==> src/rtl/vm_pkg.sv <==
// Package: shared helpers for the hybrid Vedic multiplier.
// Assumes: widths are passed as positive integers.
package vm_pkg;

    // Purpose: tell whether an operand width can be tiled down to 2x2 cells.
    function automatic bit width_ok(input int w);
        return (w >= 4) && ((w & (w - 1)) == 0);
    endfunction

    // Purpose: split point of a carry-select adder (size of the lower section).
    function automatic int low_part(input int w);
        return w / 2;
    endfunction

endpackage

==> src/rtl/vm_hc_add.sv <==
// Module: Han-Carlson parallel-prefix adder with carry-in zero.
// What: sum = x + y with carry out. Odd bit positions get a full prefix tree of
//       log2(W) levels; even positions are completed by one final level.
// Assumes: W >= 2.
module vm_hc_add #(
    parameter int W = 4
) (
    input  logic [W-1:0] x,
    input  logic [W-1:0] y,
    output logic [W-1:0] s,
    output logic         co
);
    localparam int LVLS = $clog2(W);

    logic [W-1:0] gen0;
    logic [W-1:0] prp0;
    logic [W-1:0] gpre;

    // Purpose: bitwise generate and propagate terms.
    always_comb begin
        gen0 = x & y;
        prp0 = x ^ y;
    end

    // Purpose: prefix tree over odd positions, then the even fix-up level.
    always_comb begin
        logic [W-1:0] gcur, pcur, gnxt, pnxt;
        gcur = gen0;
        pcur = prp0;
        for (int lv = 0; lv < LVLS; lv++) begin
            gnxt = gcur;
            pnxt = pcur;
            for (int i = 1; i < W; i += 2) begin
                if (i >= (1 << lv)) begin
                    gnxt[i] = gcur[i] | (pcur[i] & gcur[i - (1 << lv)]);
                    pnxt[i] = pcur[i] & pcur[i - (1 << lv)];
                end
            end
            gcur = gnxt;
            pcur = pnxt;
        end
        for (int i = 2; i < W; i += 2) begin
            gcur[i] = gcur[i] | (pcur[i] & gcur[i - 1]);
        end
        gpre = gcur;
    end

    // Purpose: final sum bits from propagate and incoming prefix carries.
    always_comb begin
        s[0] = prp0[0];
        for (int i = 1; i < W; i++) begin
            s[i] = prp0[i] ^ gpre[i - 1];
        end
        co = gpre[W-1];
    end
endmodule

==> src/rtl/vm_bec.sv <==
// Module: excess-one converter.
// What: y = x + 1 modulo 2^W; co is set when every input bit is one.
// Assumes: W >= 1.
module vm_bec #(
    parameter int W = 4
) (
    input  logic [W-1:0] x,
    output logic [W-1:0] y,
    output logic         co
);
    // Purpose: toggle each bit while all lower bits are one.
    always_comb begin
        logic run;
        run = 1'b1;
        for (int i = 0; i < W; i++) begin
            y[i] = x[i] ^ run;
            run  = run & x[i];
        end
        co = run;
    end
endmodule

==> src/rtl/vm_hcsa.sv <==
// Module: hybrid carry-select adder.
// What: the lower section is a prefix adder. The upper section's carry-in-zero
//       sum comes from a prefix adder, and its carry-in-one sum from an excess-one
//       converter on that result. The lower carry picks between the two.
// Assumes: W >= 3, no carry in.
module vm_hcsa #(
    parameter int W = 6
) (
    input  logic [W-1:0] a,
    input  logic [W-1:0] b,
    output logic [W-1:0] s,
    output logic         co
);
    import vm_pkg::*;
    localparam int LO = low_part(W);
    localparam int HI = W - LO;

    logic [LO-1:0] s_lo;
    logic          c_lo;
    logic [HI-1:0] s_h0;
    logic          c_h0;
    logic [HI:0]   s_h1;
    logic          bec_unused_co;

    vm_hc_add #(.W(LO)) u_lo (.x(a[LO-1:0]), .y(b[LO-1:0]), .s(s_lo), .co(c_lo));
    vm_hc_add #(.W(HI)) u_hi (.x(a[W-1:LO]), .y(b[W-1:LO]), .s(s_h0), .co(c_h0));
    vm_bec    #(.W(HI + 1)) u_inc (.x({c_h0, s_h0}), .y(s_h1), .co(bec_unused_co));

    // Purpose: select the upper result with the lower section's carry.
    always_comb begin
        s[LO-1:0] = s_lo;
        if (c_lo) begin
            {co, s[W-1:LO]} = s_h1;
        end else begin
            {co, s[W-1:LO]} = {c_h0, s_h0};
        end
    end
endmodule

==> src/rtl/vm_mul2.sv <==
// Module: 2x2 vertical-and-crosswise cell.
// What: p = a * b for 2-bit operands, using half adders on the cross terms.
// Assumes: unsigned operands.
module vm_mul2 (
    input  logic [1:0] a,
    input  logic [1:0] b,
    output logic [3:0] p
);
    // Purpose: vertical term, crosswise pair, then the high vertical with its carry.
    always_comb begin
        logic cross_c;
        logic top;
        p[0]    = a[0] & b[0];
        p[1]    = (a[1] & b[0]) ^ (a[0] & b[1]);
        cross_c = (a[1] & b[0]) & (a[0] & b[1]);
        top     = a[1] & b[1];
        p[2]    = top ^ cross_c;
        p[3]    = top & cross_c;
    end
endmodule

==> src/rtl/vm_tile.sv <==
// Module: N x N multiplier tile, built by recursion down to 2x2 cells.
// What: p = LL + (LH + HL) << N/2 + HH << N. The bottom N/2 bits of LL go
//       straight to the output; everything else goes through hybrid adders.
// Assumes: N is a power of two, N >= 2.
module vm_tile #(
    parameter int N = 4
) (
    input  logic [N-1:0]   a,
    input  logic [N-1:0]   b,
    output logic [2*N-1:0] p
);
    localparam int H = N / 2;

    generate
        if (N == 2) begin : g_leaf
            vm_mul2 u_cell (.a(a), .b(b), .p(p));
        end else begin : g_split
            logic [N-1:0]   pp_ll, pp_lh, pp_hl, pp_hh;
            logic [N-1:0]   mid_s;
            logic           mid_c;
            logic [N+H-1:0] up_a, up_b, up_s;
            logic           up_unused_co;

            vm_tile #(.N(H)) u_ll (.a(a[H-1:0]), .b(b[H-1:0]), .p(pp_ll));
            vm_tile #(.N(H)) u_lh (.a(a[H-1:0]), .b(b[N-1:H]), .p(pp_lh));
            vm_tile #(.N(H)) u_hl (.a(a[N-1:H]), .b(b[H-1:0]), .p(pp_hl));
            vm_tile #(.N(H)) u_hh (.a(a[N-1:H]), .b(b[N-1:H]), .p(pp_hh));

            vm_hcsa #(.W(N)) u_mid (.a(pp_lh), .b(pp_hl), .s(mid_s), .co(mid_c));

            // Purpose: line up the high and low partial products against the cross sum.
            always_comb begin
                up_a = {pp_hh, pp_ll[N-1:H]};
                up_b = {{(H-1){1'b0}}, mid_c, mid_s};
            end

            vm_hcsa #(.W(N + H)) u_up (.a(up_a), .b(up_b), .s(up_s), .co(up_unused_co));

            // Purpose: assemble the product from the pass-through bits and the upper sum.
            always_comb begin
                p = {up_s, pp_ll[H-1:0]};
            end
        end
    endgenerate
endmodule

==> src/rtl/vedic_mult_top.sv <==
// Module: top of the hybrid Vedic multiplier.
// What: unsigned WIDTH x WIDTH multiply with an optional output register.
//       The register has a synchronous active-low reset.
// Assumes: WIDTH is a power of two >= 4; OUT_REG is 0 or 1.
module vedic_mult_top #(
    parameter int WIDTH   = 4,
    parameter bit OUT_REG = 1'b1
) (
    input  logic                 clk,
    input  logic                 rst_n,
    input  logic [WIDTH-1:0]     a,
    input  logic [WIDTH-1:0]     b,
    output logic [2*WIDTH-1:0]   prod
);
    import vm_pkg::*;
    localparam int PW = 2 * WIDTH;

    logic [PW-1:0]    prod_c;
    logic [WIDTH-1:0] seen_a, seen_b;
    logic             seen_vld;

    generate
        if (!width_ok(WIDTH)) begin : g_bad_width
            $error("vedic_mult_top: WIDTH must be a power of two of at least 4");
        end
    endgenerate

    vm_tile #(.N(WIDTH)) u_arr (.a(a), .b(b), .p(prod_c));

    generate
        if (OUT_REG) begin : g_reg
            logic [PW-1:0] prod_q;
            // Purpose: capture the product; the reset clears it.
            always_ff @(posedge clk) begin
                if (!rst_n) prod_q <= '0;
                else        prod_q <= prod_c;
            end
            // Purpose: operand copies aligned with prod, used only by the checks below.
            always_ff @(posedge clk) begin
                if (!rst_n) begin
                    seen_a   <= '0;
                    seen_b   <= '0;
                    seen_vld <= 1'b0;
                end else begin
                    seen_a   <= a;
                    seen_b   <= b;
                    seen_vld <= 1'b1;
                end
            end
            assign prod = prod_q;
        end else begin : g_comb
            assign prod     = prod_c;
            assign seen_a   = a;
            assign seen_b   = b;
            assign seen_vld = 1'b1;
        end
    endgenerate

    // output equals the exact product of the operands it belongs to
    p_exact_r1: assert property (@(posedge clk) disable iff (!rst_n)
        seen_vld |-> (prod == ({{WIDTH{1'b0}}, seen_a} * {{WIDTH{1'b0}}, seen_b})));

    // the two low product bits come from the low-by-low cell
    p_lowbits_r2: assert property (@(posedge clk) disable iff (!rst_n)
        seen_vld |-> (prod[1:0] == {(seen_a[1] & seen_b[0]) ^ (seen_a[0] & seen_b[1]),
                                    seen_a[0] & seen_b[0]}));

    // a zero operand gives a zero product
    p_zero_r3: assert property (@(posedge clk) disable iff (!rst_n)
        (seen_vld && (seen_a == '0 || seen_b == '0)) |-> (prod == '0));

    // a unit operand passes the other one through
    p_ident_r4: assert property (@(posedge clk) disable iff (!rst_n)
        (seen_vld && seen_b == WIDTH'(1)) |-> (prod == PW'(seen_a)));

    // all-ones squared keeps its top bit set and bit 0 set
    p_max_r5: assert property (@(posedge clk) disable iff (!rst_n)
        (seen_vld && (&seen_a) && (&seen_b)) |-> (prod[PW-1] && prod[0] && !prod[1]));
endmodule

==> config.mk <==
export PLATFORM = sky130hd
export DESIGN_NAME = vedic_mult_top
export DESIGN_NICKNAME = d
export VERILOG_FILES = /design/src/rtl/vm_pkg.sv /design/src/rtl/vm_hc_add.sv /design/src/rtl/vm_bec.sv /design/src/rtl/vm_hcsa.sv /design/src/rtl/vm_mul2.sv /design/src/rtl/vm_tile.sv /design/src/rtl/vedic_mult_top.sv
export SDC_FILE = /design/constraint.sdc
export NUM_CORES = 1
export LEC_CHECK = 0
export BUFFER_PORTS_ARGS = -buffer_cell sky130_fd_sc_hd__buf_2
export CAP_MARGIN = 20
export CORE_MARGIN = 8
export CORE_UTILIZATION = 50
export CTS_CLUSTER_SIZE = 16
export DETAILED_ROUTE_END_ITERATION = 10
export PLACE_DENSITY_LB_ADDON = 0.3
export SLEW_MARGIN = 25
export SYNTH_ARGS = -nofsm -noshare
export SYNTH_HDL_FRONTEND = slang
export SYNTH_SLANG_ARGS = --single-unit
==> constraint.sdc <==
create_clock -name clk -period 5.5 [get_ports clk]
set_input_delay 1.65 -clock clk [delete_from_list [all_inputs] [get_ports clk]]
set_output_delay 1.65 -clock clk [all_outputs]
set_load 0.03 [all_outputs]
After elaboration in Yosys (flattened, before gate mapping)
Cells that the tools add are included.
Widths: inputs -> output; s select.
- register bits: 8
- bits of input ports: 10
- output and inout bits: 8
- mux-type cells: 3
- bitwise gates (word level): 64
- operator list (operator ; count):
    $and 1x1->1 ; 31
    $xor 1x1->1 ; 18
    $and 2x2->2 ; 3
    $or 1x1->1 ; 5
    $xor 2x2->2 ; 2
    $and 3x3->3 ; 1
    $mux 3 ; 1
    $xor 3x2->3 ; 1
    $xor 3x3->3 ; 1
    $mux 2 ; 1
    $not 1->1 ; 2
    $mux 1 ; 1

Logic depth before layout (Yosys ltp)
- depth after elaboration: 14
- depth in mapped cells: 15
- depth with buffers taken out: 15

Cells and area by module
Synthesis repeated with hierarchy kept, for this count alone.
- cells, all modules: 91
- area total of the unflattened synthesis: 830.8 um^2
- by module, submodules not included (module ; instances ; cells each ; area each (um^2)):
    vedic_mult_top ; 1 ; 16 ; 210.2
    vm_mul2 ; 4 ; 6 ; 50.0
    vm_hc_add (u_arr.g_split.u_up.u_hi ...) ; 2 ; 11 ; 82.6
    vm_hc_add (u_arr.g_split.u_mid.u_hi ...) ; 2 ; 7 ; 51.3
    vm_hcsa (u_arr.g_split.u_up) ; 1 ; 4 ; 45.0
    vm_bec (u_arr.g_split.u_up.u_inc) ; 1 ; 4 ; 41.3
    vm_hcsa (u_arr.g_split.u_mid) ; 1 ; 3 ; 33.8
    vm_bec (u_arr.g_split.u_mid.u_inc) ; 1 ; 3 ; 28.8
    vm_tile (u_arr) ; 1 ; 1 ; 3.8

Worst setup path before layout
No wires, ideal clock.
- path type: in2reg
- start point: input port a[1]
- end point: register g_reg.prod_q[7], in the netlist prod[7]
- setup time: 0.115 ns
- data arrival time: 4.577 ns
- data required time: 5.385 ns
- setup slack: 0.808 ns
- cell stages on the path: 15
- buffers on the path: 0
- cells stage by stage: and2_1 > ha_1 > ha_1 > ha_1 > fa_1 > ha_1 > mux2_2 > ha_1 > inv_1 > fa_1 > inv_1 > ha_1 > nor2b_1 > xnor2_1 > and2_1
- word-level cells in the longest chain between the ends: 14
- elaborated cells between the ends (all ways): 42
- classes of those cells: mux: 3; bitwise: 39
- ends and longest elaborated chain (item ; RTL line ; text):
    start: declaration ; vedic_mult_top.sv:11 ; input logic [WIDTH-1:0] a,
    $and 1x1->1 ; vm_mul2.sv:14, vm_mul2.sv:15 ;
    $and 1x1->1 ; vm_mul2.sv:15 ; cross_c = (a[1] & b[0]) & (a[0] & b[1]);
    $and 1x1->1 or $xor 1x1->1 (tied branches) ; vm_mul2.sv:18, vm_mul2.sv:17 ;
    $xor 2x2->2 or $and 2x2->2 (tied branches) ; vm_hc_add.sv:22, vm_hc_add.sv:21 ;
    $and 1x1->1 or $xor 1x1->1 (tied branches) ; vm_hc_add.sv:35, vm_hc_add.sv:52 ;
    $or 1x1->1 or $and 1x1->1 (tied branches) ; vm_hc_add.sv:35, vm_bec.sv:17 ;
    $xor 1x1->1 ; vm_bec.sv:16 ; y[i] = x[i] ^ run;
    $mux 1 ; vm_hcsa.sv:32 ; if (c_lo) begin
    $xor 3x2->3 ; vm_hc_add.sv:22 ; prp0 = x ^ y;
    $and 1x1->1 ; vm_hc_add.sv:35 ; gnxt[i] = gcur[i] | (pcur[i] & gcur[i - (1 << lv)]);
    $or 1x1->1 ; vm_hc_add.sv:35 ;
    $xor 1x1->1 ; vm_hc_add.sv:52 ; s[i] = prp0[i] ^ gpre[i - 1];
    $xor 1x1->1 ; vm_bec.sv:16 ;
    $mux 3 (*) ; vm_hcsa.sv:32 ;
    end signal: assignment ; vedic_mult_top.sv:36 ; else prod_q <= prod_c;
    end: declaration ; vedic_mult_top.sv:32 ; logic [PW-1:0] prod_q;
Mark *: on every way between the ends. The rest lies on a longest branch, timed or not.
A chain may end at the register's enable or synchronous reset.

Worst setup path after layout
Same ends and word-level chain as after synthesis.

==> results.json <==
{
  "p_sw_mw": 0.0572,
  "ant_nets": 0,
  "yosysTopAreaCell": "ha_1",
  "num_io_pins": 18,
  "rows": 13,
  "worstSetupStartpointType": "primary input",
  "first_iter_violations": 3,
  "min_period_ns": 4.71,
  "intPower_mw": 0.118,
  "ys_ff_latch": 8,
  "rsz0062_at_grt": "no",
  "die_h_um": 52.9,
  "powerDensity_nw_per_um2": 217,
  "antenna_found_initial": 0,
  "dr.max_layer_used": "met4",
  "hp-class": "in2reg",
  "status": "finished, final reports clean",
  "ir_drop_uv": 75.4,
  "cts_resized": 0,
  "yosysMostFrequentCell": "and2_1",
  "start_util_pct": 53.1,
  "total_leakage_power_nw": 0.432,
  "critPathMaxFanout": 4,
  "die-area_um2": 2800,
  "route.detailed.drc": 0,
  "crit_chain": "buf_2 > and2_1 > ha_1 > ha_1 > ha_1 > fa_1 > ha_1 > mux2_2 > ha_1 > inv_1 > fa_1 > inv_1 > ha_1 > nor2b_1 > xnor2_1 > and2_1",
  "place_ws_ns": 0.512,
  "finalSetupTns_ns": 0,
  "cts_setup_buffers": 0,
  "dpl_cell_area_um2": 786,
  "p_comb_share_pct": 38.7,
  "first_pass_iters": 2,
  "drv_slew": 0,
  "port_buffers": 17,
  "grt_start_max_net_pins": 9,
  "post_cts_hold_buffer_count": 0,
  "vias": 478,
  "grt_pass1_wl_mm": 2.01,
  "regArea_um2": 160,
  "fillers": 115,
  "n_antenna_cell": 0,
  "fin_ws_ns": 0.787,
  "wl_met2_um": 600,
  "p_seq_share_pct": 38.1,
  "grt-ovfl-total": 0,
  "cpMostUsedCell": "ha_1",
  "cp.required_ns": 5.64,
  "endpoint_kind": "flip-flop",
  "final_layout_size_suffix_gt1_share_pct": 24.1,
  "yosys_most_used_dff": "dfxtp_1",
  "syn-num-nets": 96,
  "area_delta_synth_final_pct": 18.5,
  "max_freq_ghz": 0.212,
  "dp_hpwl_mm": 1.05,
  "yosys_warnings": 0,
  "synth.top_cell.area_share_pct": 25.7,
  "htree_levels": 1,
  "cpPeakStageDelay_ns": 0.47,
  "post_drt_wl_per_cell_um": 11.0,
  "wirelength_mm": 1.13,
  "power.share.switching_pct": 32.6,
  "fp.coreArea_um2": 1280,
  "first_global_vias": 506,
  "synth_edf_count": 0,
  "cts_sinks": 8,
  "grt.total_usage_pct": 9.24,
  "design_area_um2": 808,
  "relSlewSlack_pct": 86.1,
  "hold_viol": 0,
  "finalSetupViolations": 0,
  "largest_reg_flops": 8,
  "routabilityCongestion": 0.720,
  "multi_input_area_um2": 492,
  "synth_commonest_cells": "and2_1 (18), ha_1 (14), dfxtp_1 (8), inv_1 (8), fa_1 (5)",
  "fin_worst_hold_slack_ns": 1.68,
  "syn_area_per_cell_um2": 10.2,
  "max-cap-violations": 0,
  "synthArstFlopShare_pct": 0,
  "nets": 118,
  "wl_met1_um": 439,
  "yosys-top-cells-area": "ha_1 (26%), dfxtp_1 (23%), and2_1 (17%), fa_1 (15%), inv_1 (4.4%)",
  "cts_made_buffers": 3,
  "clk_path_buf_depth": 2,
  "yosysSeqAreaShare_pct": 23.5,
  "fin_crit_sh_pct": 85.7,
  "die_w_um": 52.9,
  "cts-root-buf": "clkbuf_4",
  "arrival_ns": 4.85,
  "syn-cell-area_um2": 682,
  "wl_met3_um": 79,
  "synth.distinct_cells": 12,
  "cp_slowest_cell": "fa_1",
  "syn-instance-count": 67,
  "vias_per_cell": 4.69,
  "clockPowerShare_pct": 23.2,
  "cts_tree": "built",
  "worst_pin_slew_ns": 0.208,
  "clk_pin_slew_worst_paths_ns": 0.05,
  "crit_type": "in2reg"
}
cell type report:
cell class / count / area share [%]
timing repair buffer: 17 / 10.5
clock buffer: 3 / 2.79
multi-input combinational: 51 / 60.8
inverter: 8 / 3.72
tap: 15 / 2.32
sequential: 8 / 19.8
final timing paths:
check | from | to | cells past startpoint
setup / recovery | a[1] | prod[7] | 16
hold / removal | a[0] | prod[0] | 2
stage by stage:
stage	cells	util [%]	power [mW]
final	102	62.9	0.176
after global placement	99	61.1	0.135
after CTS	102	62.9	0.180
after floorplan	67	-	0.118
after detailed placement	99	61.1	0.138
after global routing	102	62.9	0.190
cell usage in the layout, fill, tap and decap left out:
cell type and count:
and2_1 18, and3_1 1, buf_2 17, clkbuf_4 3, dfxtp_1 8, fa_1 5, ha_1 14, inv_1 8
mux2_2 1, nand2_1 2, nor2b_1 4, o211a_1 1, xnor2_1 3, xor2_1 2
kinds of logic after synthesis:
family | after synthesis | share of synthesized area, %
flip-flops | 8 | 23.5
AND/OR/NAND/NOR | 25 | 22.2
XOR/XNOR | 5 | 6.42
AO/OA/AOI/OAI | 1 | 1.47
buffers and inverters | 8 | 4.40
adder cells (fa/ha/maj) | 19 | 40.4
multiplexers | 1 | 1.65
power by group through the flow:
stage	combinational (mW)	sequential (mW)	clock, mW
finish	0.0680	0.0669	0.0407
global route	0.0771	0.0676	0.0455
CTS	0.0698	0.0670	0.0433
detailed placement	0.0695	0.0681	0
global placement	0.0671	0.0679	0
floorplan	0.0340	0.0838	0
worst max-delay path, delay by kind of cell:
family,cells,cell delay (ns)
xor gates and xnor gates,1,0.07
adders and majority gates,8,2.16
buffers and inverters,3,0.25
muxes,1,0.26
and+or+nand+nor,3,0.45
layer usage:
layer	GRT usage, %	vias to the layer above
li1	-	254
met1	9.27	213
met2	17.0	9
met3	1.96	2
met4	5.17	0
met5	0	-
Power figures use the tool's default switching activity.
